**src/rtl/evt_ctr_pkg.sv**
```systemverilog
package evt_ctr_pkg;
  localparam int ADDR_W = 4;
  localparam int IDX_W  = 8;

  localparam logic [ADDR_W-1:0] A_CTRL    = 4'h0;
  localparam logic [ADDR_W-1:0] A_CEN_SET = 4'h1;
  localparam logic [ADDR_W-1:0] A_CEN_CLR = 4'h2;
  localparam logic [ADDR_W-1:0] A_IEN_SET = 4'h3;
  localparam logic [ADDR_W-1:0] A_IEN_CLR = 4'h4;
  localparam logic [ADDR_W-1:0] A_OVF     = 4'h5;
  localparam logic [ADDR_W-1:0] A_SEL     = 4'h6;
  localparam logic [ADDR_W-1:0] A_DATA    = 4'h7;
  localparam logic [ADDR_W-1:0] A_TYPE    = 4'h8;

  localparam int CFG_NO_USER = 31;
  localparam int CFG_NO_PRIV = 30;
endpackage

```
**src/rtl/evt_ctr_w1sc.sv**
```systemverilog
module evt_ctr_w1sc #(
  parameter int W = 4
) (
  input  logic         clk_i,
  input  logic         rst_ni,
  input  logic         set_we_i,
  input  logic         clr_we_i,
  input  logic [W-1:0] wdata_i,
  output logic [W-1:0] q_o
);
  logic [W-1:0] q;

  always_ff @(posedge clk_i or negedge rst_ni) begin
    if (!rst_ni)       q <= '0;
    else if (set_we_i) q <= q | wdata_i;
    else if (clr_we_i) q <= q & ~wdata_i;
  end

  assign q_o = q;
endmodule

```
**src/rtl/evt_ctr_slice.sv**
```systemverilog
module evt_ctr_slice
  import evt_ctr_pkg::*;
#(
  parameter int CTR_W   = 32,
  parameter int NUM_EVT = 16,
  parameter int CODE_W  = 4
) (
  input  logic               clk_i,
  input  logic               rst_ni,
  input  logic               run_i,
  input  logic [NUM_EVT-1:0] evt_i,
  input  logic               priv_i,
  input  logic               cfg_we_i,
  input  logic [31:0]        cfg_wdata_i,
  input  logic               cnt_we_i,
  input  logic [CTR_W-1:0]   cnt_wdata_i,
  output logic [CTR_W-1:0]   cnt_o,
  output logic [31:0]        cfg_o,
  output logic               wrap_o
);
  localparam int EVT_SPAN = 1 << CODE_W;

  logic [CODE_W-1:0]   code_q;
  logic                no_user_q, no_priv_q;
  logic [CTR_W-1:0]    cnt_q;
  logic [EVT_SPAN-1:0] evt_pad;
  logic                hit, allow, inc;
  logic                unused_cfg;

  assign unused_cfg = ^cfg_wdata_i[29:CODE_W];

  always_ff @(posedge clk_i or negedge rst_ni) begin
    if (!rst_ni) begin
      code_q    <= '0;
      no_user_q <= 1'b0;
      no_priv_q <= 1'b0;
    end else if (cfg_we_i) begin
      code_q    <= cfg_wdata_i[CODE_W-1:0];
      no_user_q <= cfg_wdata_i[CFG_NO_USER];
      no_priv_q <= cfg_wdata_i[CFG_NO_PRIV];
    end
  end

  // unused codes above NUM_EVT see a constant zero
  assign evt_pad = EVT_SPAN'(evt_i);
  assign hit     = evt_pad[code_q];
  assign allow   = priv_i ? !no_priv_q : !no_user_q;
  assign inc     = run_i & hit & allow;

  always_ff @(posedge clk_i or negedge rst_ni) begin
    if (!rst_ni)       cnt_q <= '0;
    else if (cnt_we_i) cnt_q <= cnt_wdata_i;
    else if (inc)      cnt_q <= cnt_q + 1'b1;
  end

  assign wrap_o = inc & ~cnt_we_i & (&cnt_q);
  assign cnt_o  = cnt_q;

  always_comb begin
    cfg_o                = '0;
    cfg_o[CODE_W-1:0]    = code_q;
    cfg_o[CFG_NO_USER]   = no_user_q;
    cfg_o[CFG_NO_PRIV]   = no_priv_q;
  end
endmodule

```
**src/rtl/evt_ctr_bank.sv**
```systemverilog
module evt_ctr_bank
  import evt_ctr_pkg::*;
#(
  parameter int         NUM_CTR = 4,
  parameter int         CTR_W   = 32,
  parameter int         NUM_EVT = 16,
  parameter logic [7:0] IMPL_ID = 8'h5A,
  parameter logic [7:0] PART_ID = 8'h3C
) (
  input  logic               clk_i,
  input  logic               rst_ni,
  input  logic               wr_en_i,
  input  logic [3:0]         addr_i,
  input  logic [31:0]        wdata_i,
  output logic [31:0]        rdata_o,
  input  logic [NUM_EVT-1:0] evt_i,
  input  logic               priv_i,
  output logic               irq_o
);
  localparam int CODE_W = (NUM_EVT > 1) ? $clog2(NUM_EVT) : 1;

  logic [NUM_CTR-1:0]       cen_q, ien_q, ovf_q, wrap_vec, cnt_we, cfg_we, ovf_clr;
  logic [CTR_W-1:0]         cnt_arr [NUM_CTR];
  logic [31:0]              cfg_arr [NUM_CTR];
  logic [NUM_CTR*CTR_W-1:0] cnt_flat;
  logic [IDX_W-1:0]         sel_q;
  logic                     ctrl_en_q;
  logic [CTR_W-1:0]         rd_cnt;
  logic [31:0]              rd_cfg;

  always_ff @(posedge clk_i or negedge rst_ni) begin
    if (!rst_ni) begin
      ctrl_en_q <= 1'b0;
      sel_q     <= '0;
    end else if (wr_en_i) begin
      if (addr_i == A_CTRL) ctrl_en_q <= wdata_i[0];
      if (addr_i == A_SEL)  sel_q     <= wdata_i[IDX_W-1:0];
    end
  end

  evt_ctr_w1sc #(.W(NUM_CTR)) u_cen (
    .clk_i, .rst_ni,
    .set_we_i (wr_en_i && addr_i == A_CEN_SET),
    .clr_we_i (wr_en_i && addr_i == A_CEN_CLR),
    .wdata_i  (wdata_i[NUM_CTR-1:0]),
    .q_o      (cen_q)
  );

  evt_ctr_w1sc #(.W(NUM_CTR)) u_ien (
    .clk_i, .rst_ni,
    .set_we_i (wr_en_i && addr_i == A_IEN_SET),
    .clr_we_i (wr_en_i && addr_i == A_IEN_CLR),
    .wdata_i  (wdata_i[NUM_CTR-1:0]),
    .q_o      (ien_q)
  );

  assign ovf_clr = (wr_en_i && addr_i == A_OVF) ? wdata_i[NUM_CTR-1:0] : '0;

  // a new wrap beats a same-edge clear
  always_ff @(posedge clk_i or negedge rst_ni) begin
    if (!rst_ni) ovf_q <= '0;
    else         ovf_q <= (ovf_q & ~ovf_clr) | wrap_vec;
  end

  for (genvar i = 0; i < NUM_CTR; i++) begin : g_ctr
    assign cnt_we[i] = wr_en_i && addr_i == A_DATA && sel_q == IDX_W'(i);
    assign cfg_we[i] = wr_en_i && addr_i == A_TYPE && sel_q == IDX_W'(i);

    evt_ctr_slice #(.CTR_W(CTR_W), .NUM_EVT(NUM_EVT), .CODE_W(CODE_W)) u_slice (
      .clk_i, .rst_ni,
      .run_i       (ctrl_en_q & cen_q[i]),
      .evt_i,
      .priv_i,
      .cfg_we_i    (cfg_we[i]),
      .cfg_wdata_i (wdata_i),
      .cnt_we_i    (cnt_we[i]),
      .cnt_wdata_i (wdata_i[CTR_W-1:0]),
      .cnt_o       (cnt_arr[i]),
      .cfg_o       (cfg_arr[i]),
      .wrap_o      (wrap_vec[i])
    );

    assign cnt_flat[i*CTR_W +: CTR_W] = cnt_arr[i];
  end

  always_comb begin
    rd_cnt = '0;
    rd_cfg = '0;
    for (int i = 0; i < NUM_CTR; i++) begin
      if (sel_q == IDX_W'(i)) begin
        rd_cnt = cnt_arr[i];
        rd_cfg = cfg_arr[i];
      end
    end
  end

  always_comb begin
    rdata_o = '0;
    case (addr_i)
      A_CTRL:               rdata_o = {IMPL_ID, PART_ID, 5'(NUM_CTR), 10'd0, ctrl_en_q};
      A_CEN_SET, A_CEN_CLR: rdata_o = 32'(cen_q);
      A_IEN_SET, A_IEN_CLR: rdata_o = 32'(ien_q);
      A_OVF:                rdata_o = 32'(ovf_q);
      A_SEL:                rdata_o = 32'(sel_q);
      A_DATA:               rdata_o = 32'(rd_cnt);
      A_TYPE:               rdata_o = rd_cfg;
      default:              rdata_o = '0;
    endcase
  end

  assign irq_o = |(ovf_q & ien_q);
endmodule

```
**config.mk**
```make
export PLATFORM = sky130hd
export DESIGN_NAME = evt_ctr_bank
export DESIGN_NICKNAME = d
export VERILOG_FILES = /design/src/rtl/evt_ctr_pkg.sv /design/src/rtl/evt_ctr_w1sc.sv /design/src/rtl/evt_ctr_slice.sv /design/src/rtl/evt_ctr_bank.sv
export SDC_FILE = /design/constraint.sdc
export NUM_CORES = 1
export LEC_CHECK = 0
export BUFFER_PORTS_ARGS = -buffer_cell sky130_fd_sc_hd__clkbuf_2
export CAP_MARGIN = 0
export CORE_ASPECT_RATIO = 1.75
export CORE_MARGIN = 4
export CORE_UTILIZATION = 25
export DETAILED_ROUTE_END_ITERATION = 7
export GPL_TIMING_DRIVEN = 0
export PLACE_DENSITY = 0.41
export SYNTH_ARGS = -nofsm -noshare
export SYNTH_HDL_FRONTEND = slang
export SYNTH_SLANG_ARGS = --single-unit
```
**constraint.sdc**
```tcl
create_clock -name clk_i -period 4.5 [get_ports clk_i]
set_input_delay 1.125 -clock clk_i [delete_from_list [all_inputs] [get_ports clk_i]]
set_output_delay 1.125 -clock clk_i [all_outputs]
set_load 0.05 [all_outputs]
```
### Word-level counts from Yosys, hierarchy flattened

Index checks and enable logic that the tools add are counted.

| word-level totals | value |
|---|---|
| input port bits | 56 |
| word-level logic and storage cells | 147 |
| flip-flop bits (word level) | 173 |

| cells by class | value |
|---|---|
| bitwise logic cells | 33 |
| magnitude comparators | 4 |
| reduce and logical (&&, ||, !) cells | 40 |
| $add $sub $neg | 4 |
| equality and inequality tests | 11 |
| mux-type cells | 34 |

Operators by type and width:

| cell | number |
|---|---|
| $mux 32 | 16 |
| $pmux 32 s7 | 1 |
| $add 32x1->32 const B | 4 |
| $reduce_and 32->1 | 4 |
| $and 1x1->1 | 20 |
| $lt 4x5->1 const B | 4 |
| $mux 4 | 5 |
| $and 4x4->4 | 4 |
| $bmux 1 s4 | 4 |
| $eq 4x3->1 const B | 4 |
| $eq 8x2->1 const B | 2 |
| $logic_and 1x1->1 | 15 |
| $or 4x4->4 | 3 |
| $reduce_bool 2->1 | 6 |
| $eq 4x2->1 const B | 2 |
| $eq 8x1->1 const B | 1 |
| $logic_not 1->1 | 8 |
| $logic_not 8->1 | 1 |
| $mux 1 | 8 |
| $not 4->4 | 2 |
| $eq 4x1->1 const B | 1 |
| $eq 4x4->1 const B | 1 |
| $logic_not 4->1 | 1 |
| $not 1->1 | 4 |
| other kinds (3) | 5 |

### Logic depth before layout (Yosys ltp)

| logic depth | value |
|---|---|
| word-level depth | 7 |
| depth in mapped cells | 10 |
| mapped depth without buffers | 7 |

### Modules after synthesis

Synthesis repeated with hierarchy kept, for this count alone.

| unflattened totals | value |
|---|---|
| cell total of the unflattened synthesis | 1805 |
| area total of the unflattened synthesis | 15722.6 um^2 |

Modules (own cells, without submodules):

| module | cells each | sequential area each (um^2) | times used | area an instance (um^2) |
|---|---|---|---|---|
| evt_ctr_slice (g_ctr[0].u_slice ...) | 357 | 950.9 | 2 | 3158.0 |
| evt_ctr_slice (g_ctr[2].u_slice ...) | 376 | 950.9 | 2 | 3079.2 |
| evt_ctr_bank | 315 | 325.3 | 1 | 2947.8 |
| evt_ctr_w1sc | 12 | 100.1 | 2 | 150.1 |

### Least setup slack after synthesis

Ideal clock, no wire load.

| path | value |
|---|---|
| path type | input -> output |
| from | in addr_i[2] |
| to | out rdata_o[13] |
| cell stages on the path | 8 |
| path slack | -52 ps |
| required time | 3375 ps |
| buffers on the path | 3 |
| arrival | 3427 ps |
| path through | buf_2 -> nor2b_1 -> clkbuf_1 -> nand2_1 -> nor2_2 -> clkbuf_1 -> o221ai_1 -> o21ai_0 |

| between the ends | value |
|---|---|
| longest elaborated chain between the ends | 3 |
| elaborated cells on any way between the ends | 12 |
| classes of those cells | 8 x eq/ne; 1 x mux; 3 x reduce/logical |

Ends and longest elaborated chain:

| what | line | source |
|---|---|---|
| start, declared | evt_ctr_bank.sv:13 | `input logic [3:0] addr_i,` |
| $eq 4x2->1, or another cell as far along | evt_ctr_bank.sv:99 | `case (addr_i)` |
| $reduce_or 2->1 | evt_ctr_bank.sv:99 |  |
| $pmux 32 s7 * | evt_ctr_bank.sv:99 |  |
| end, declared | evt_ctr_bank.sv:15 | `output logic [31:0] rdata_o,` |

Every way passes the cells marked *; elsewhere a longest branch is shown, timed or not.

### Worst setup path after layout

| path | value |
|---|---|
| from | reg sel_q[0] |
| to | out rdata_o[14] |

| between the ends | value |
|---|---|
| longest elaborated chain between the ends | 6 |
| elaborated cells on any way between the ends | 12 |
| classes of those cells | 3 x eq/ne; 8 x mux; 1 x reduce/logical |

Ends and longest elaborated chain:

| what | line | source |
|---|---|---|
| start, declared | evt_ctr_bank.sv:26 | `logic [IDX_W-1:0] sel_q;` |
| start signal, assigned | evt_ctr_bank.sv:37 | `if (addr_i == A_SEL) sel_q <= wdata_i[IDX_W-1:0];` |
| $logic_not 8->1 | evt_ctr_bank.sv:90 | `if (sel_q == IDX_W'(i)) begin` |
| $mux 32 (4 in series) | evt_ctr_bank.sv:90 |  |
| $pmux 32 s7 * | evt_ctr_bank.sv:99 |  |

Marked as above.

==> results.sh <==
export IMPL_dr_total_vias=11339
export IMPL_cts_htree_levels=4
export IMPL_synth_common_cells="dfrtp_1, nor2_1, a21oi_1"
export IMPL_hold_bufs_at_cts=0
export IMPL_pin_count=89
export IMPL_pwr_share_seq=0.412
export IMPL_finalCritPeriodShare=0.983
export IMPL_synth_cell_area_mm2=0.0121
export IMPL_cts_post_setup_buffers_inserted=0
export IMPL_yosys_most_used_dff="dfrtp_1"
export IMPL_core_area_mm2=0.0479
export IMPL_hold_path_class="register to register"
export IMPL_cts_buffers_inserted=17
export IMPL_tritoncts_num_sinks=173
export IMPL_post_synth_top_area_cell="dfrtp_1"
export IMPL_max_slew_margin_rel=0.320
export IMPL_antenna_found_initial=0
export IMPL_final_layout_size_suffix_gt1_frac=0.194
export IMPL_yosys_cell_types_count=61
export IMPL_fp_dieArea_mm2=0.0521
export IMPL_outcome="complete, no violations"
export IMPL_post_synth_fa_ha_maj_area_fraction=0.00414
export IMPL_combinationalPowerShare=0.273
export IMPL_critPathLaunchType="register"
export IMPL_post_drt_via_cell_ratio=5.39
export IMPL_synthDominantCellAreaShare=0.358
export IMPL_worst_ep_required_time_ns=3.38
export IMPL_detail_route_antenna_nets=0
export IMPL_wl_per_cell_um=26.0
export IMPL_setup_viol_count_final=0
export IMPL_dp_cells=2075
export IMPL_critPathMaxFanout=10
export IMPL_detail_route_first_pass_iterations=5
export IMPL_root_buffer="clkbuf_16"
export IMPL_worst_pin_slew_ns=1.02
export IMPL_die_width_um=174
export IMPL_fraction_of_power_spent_switching_nets=0.389
export IMPL_synth_simple_gate_area_frac=0.181
export IMPL_drc=0
export IMPL_vdd_drop_max_uv=189
export IMPL_die_height_um=299
export IMPL_avgSynthCellArea_um2=9.01
export IMPL_rsz0062_at_grt="no"
export IMPL_critPathCaptureType="output port"
export IMPL_rows=106
export IMPL_finalWirelength_um=54700
export IMPL_multi_input_comb_area_mm2=0.00720
export IMPL_num_antenna_cells=0
export IMPL_synth_net_count=1402
export IMPL_final_max_slew_violation_count=0
export IMPL_share_of_power_burned_in_the_clock_network=0.315
export IMPL_synth_area_mux_share=0.0989
export IMPL_synth_yosys_seq_area_share=0.358
export IMPL_synth_compound_area_share=0.228
export IMPL_synth_edff_count=0
export IMPL_wire_length_of_the_first_global_routing_pass_um=80100
export IMPL_postSynth_asyncResetShare=1.00
export IMPL_area_overhead_of_the_layout_relative_to_synthesis_pct=15.9
export IMPL_synth_xor_area_share=0.0811
export IMPL_latest_clock_arrival_within_the_worst_skew_pair_ns=0.47
export IMPL_congestion_overflow_gr=0
export IMPL_clk_path_buf_depth=2
export IMPL_largest_net_degree_at_the_start_of_global_routing=100
export IMPL_place_port_buffers=84
export IMPL_clk_pin_slew_worst_paths_ns=0.07
export IMPL_tritoncts_clock_tree="yes"
export IMPL_max_cap_violations=0
export IMPL_grt_total_usage=0.207
export IMPL_power_per_cell_area_mw_per_mm2=375
export IMPL_final_core_util=0.293
export IMPL_drt_first_iter_violations=722
export IMPL_yosysWarningCount=0
export IMPL_initial_core_util=0.253
export IMPL_fmax_mhz=226
export IMPL_place_detailed_hpwl_um=42600
export IMPL_final_cells=2105
export IMPL_clock_skew_final_ns=0.0165
export IMPL_period_needed_ns=4.42
export IMPL_power_internal_mw=3.22
export IMPL_seq_area_mm2=0.00433
export IMPL_leakagePower_nw=5.20
export IMPL_cell_count_after_synthesis=1342
export IMPL_worstSetupPathType="register to output port"
export IMPL_synthTopCellsByArea="dfrtp_1, xnor2_1, mux2_2"
export IMPL_synth_seq_cells=173
export IMPL_finalWeightedCongestion=0.908
export IMPL_filler_cell_count=5156
export IMPL_finalHoldViolations=0
export IMPL_switching_power_mw=2.04
export IMPL_synth_top_family_by_area="compound AO/OA/AOI/OAI gates"
export IMPL_number_of_global_route_vias_before_repair=11571
export IMPL_yosysMostFrequentCell="dfrtp_1"
export IMPL_layout_nets=1505
export IMPL_worst_endpoint_data_arrival_time_ns=3.30
-- power groups by stage --
stage	Sequential (mW)	Combinational [mW]	Clock (mW)
after detailed placement	2.20	1.43	0
after CTS	2.17	1.44	1.69
after floorplan	2.04	0.933	0
after global placement	2.19	1.42	0
final	2.17	1.43	1.66
after global routing	2.20	1.54	1.73
-- repair_timing --
item                       in CTS  in global routing
hold endpoints to repair        0                  0
gates resized for setup        12                  9
setup endpoints to repair      28                 13
-- cell type report --
cell class / instances / area share
multi-input cells: 1035 / 0.513
plain buffers: 97 / 0.0337
clock buffers: 18 / 0.0313
repair buffers: 85 / 0.0326
flip-flops and latches: 173 / 0.309
clock inverters: 13 / 0.0128
inverters: 36 / 0.00964
well taps: 648 / 0.0578
-- layout by cell type (no fill, tap or decap), drive strengths merged, types with 14 or more instances in the layout --
master / n
o21ai: 66
o2111ai: 16
dfrtp: 173
buf: 40
xor2: 20
nor3: 14
nand2: 111
o22ai: 17
nor2: 167
inv: 43
a211oi: 29
and3: 19
a21oi: 116
a31oi: 16
nand3: 55
a2111oi: 47
mux2: 58
clkbuf: 160
mux2i: 25
xnor2: 92
nand4: 37
-- flip-flops by register name, summed over array words and instances, names as in the netlist, named ones only --
signal / cells
g_ctr.u_slice.cnt_o: 128
g_ctr.u_slice.code_q: 16
sel_q: 8
g_ctr.u_slice.no_priv_q: 4
g_ctr.u_slice.no_user_q: 4
ovf_q: 4
ctrl_en_q: 1
-- final timing paths --
path,slack (ns),startpoint,cells past startpoint,endpoint
setup / recovery,0.08,sel_q[0],9,rdata_o[14]
hold / removal,0.54,g_ctr[0].u_slice.no_user_q,1,g_ctr[0].u_slice.no_user_q
setup reg to reg,1.79,sel_q[3],8,g_ctr[3].u_slice.cnt_o[0]
hold reg to reg,0.54,g_ctr[0].u_slice.no_user_q,1,g_ctr[0].u_slice.no_user_q
max in group asynchronous,2.74,rst_ni,2,g_ctr[1].u_slice.cnt_o[27]
min in group asynchronous,0.71,rst_ni,1,g_ctr[0].u_slice.cnt_o[11]
-- stage by stage --
step | TNS, ns | area (um2) | power [mW] | hold WS, ns | setup WS (ns)
finish | 0 | 14000 | 5.26 | 0.542 | 0.0785
floorplan | 0 | 12100 | 2.97 | 0.459 | 0.0105
detailed placement | -4.79 | 13400 | 3.62 | 0.523 | -0.460
global placement | -278.32 | 13300 | 3.61 | 0.514 | -1.61
CTS | 0 | 14000 | 5.30 | 0.539 | 0.00854
global route | 0 | 14000 | 5.47 | 0.557 | 0.00126
-- critical path, cell delays in order, from the launching register on --
cell      delay, ns
dfrtp_1        0.32
buf_2          0.21
buf_2          0.33
clkbuf_4       0.33
buf_2          0.35
mux2i_1        0.50
o22ai_1        0.23
a22oi_1        0.25
nor2_1         0.06
clkbuf_2       0.24
-- cell families after synthesis --
family / Yosys count
and+or+nand+nor: 459
AOI/OAI and AO/OA: 364
DFF: 173
buffers and inverters: 134
xor gates and xnor gates: 112
muxes: 96
adders and majority gates: 4
-- routing by layer --
| layer | GRT usage | part of all wire |
|---|---|---|
| met3 | 0.0266 | 0.039 |
| met1 | 0.223 | 0.36 |
| met2 | 0.385 | 0.54 |
| met4 | 0.118 | 0.064 |
| met5 | 0 | 0 |
Power figures use the tool's default switching activity.
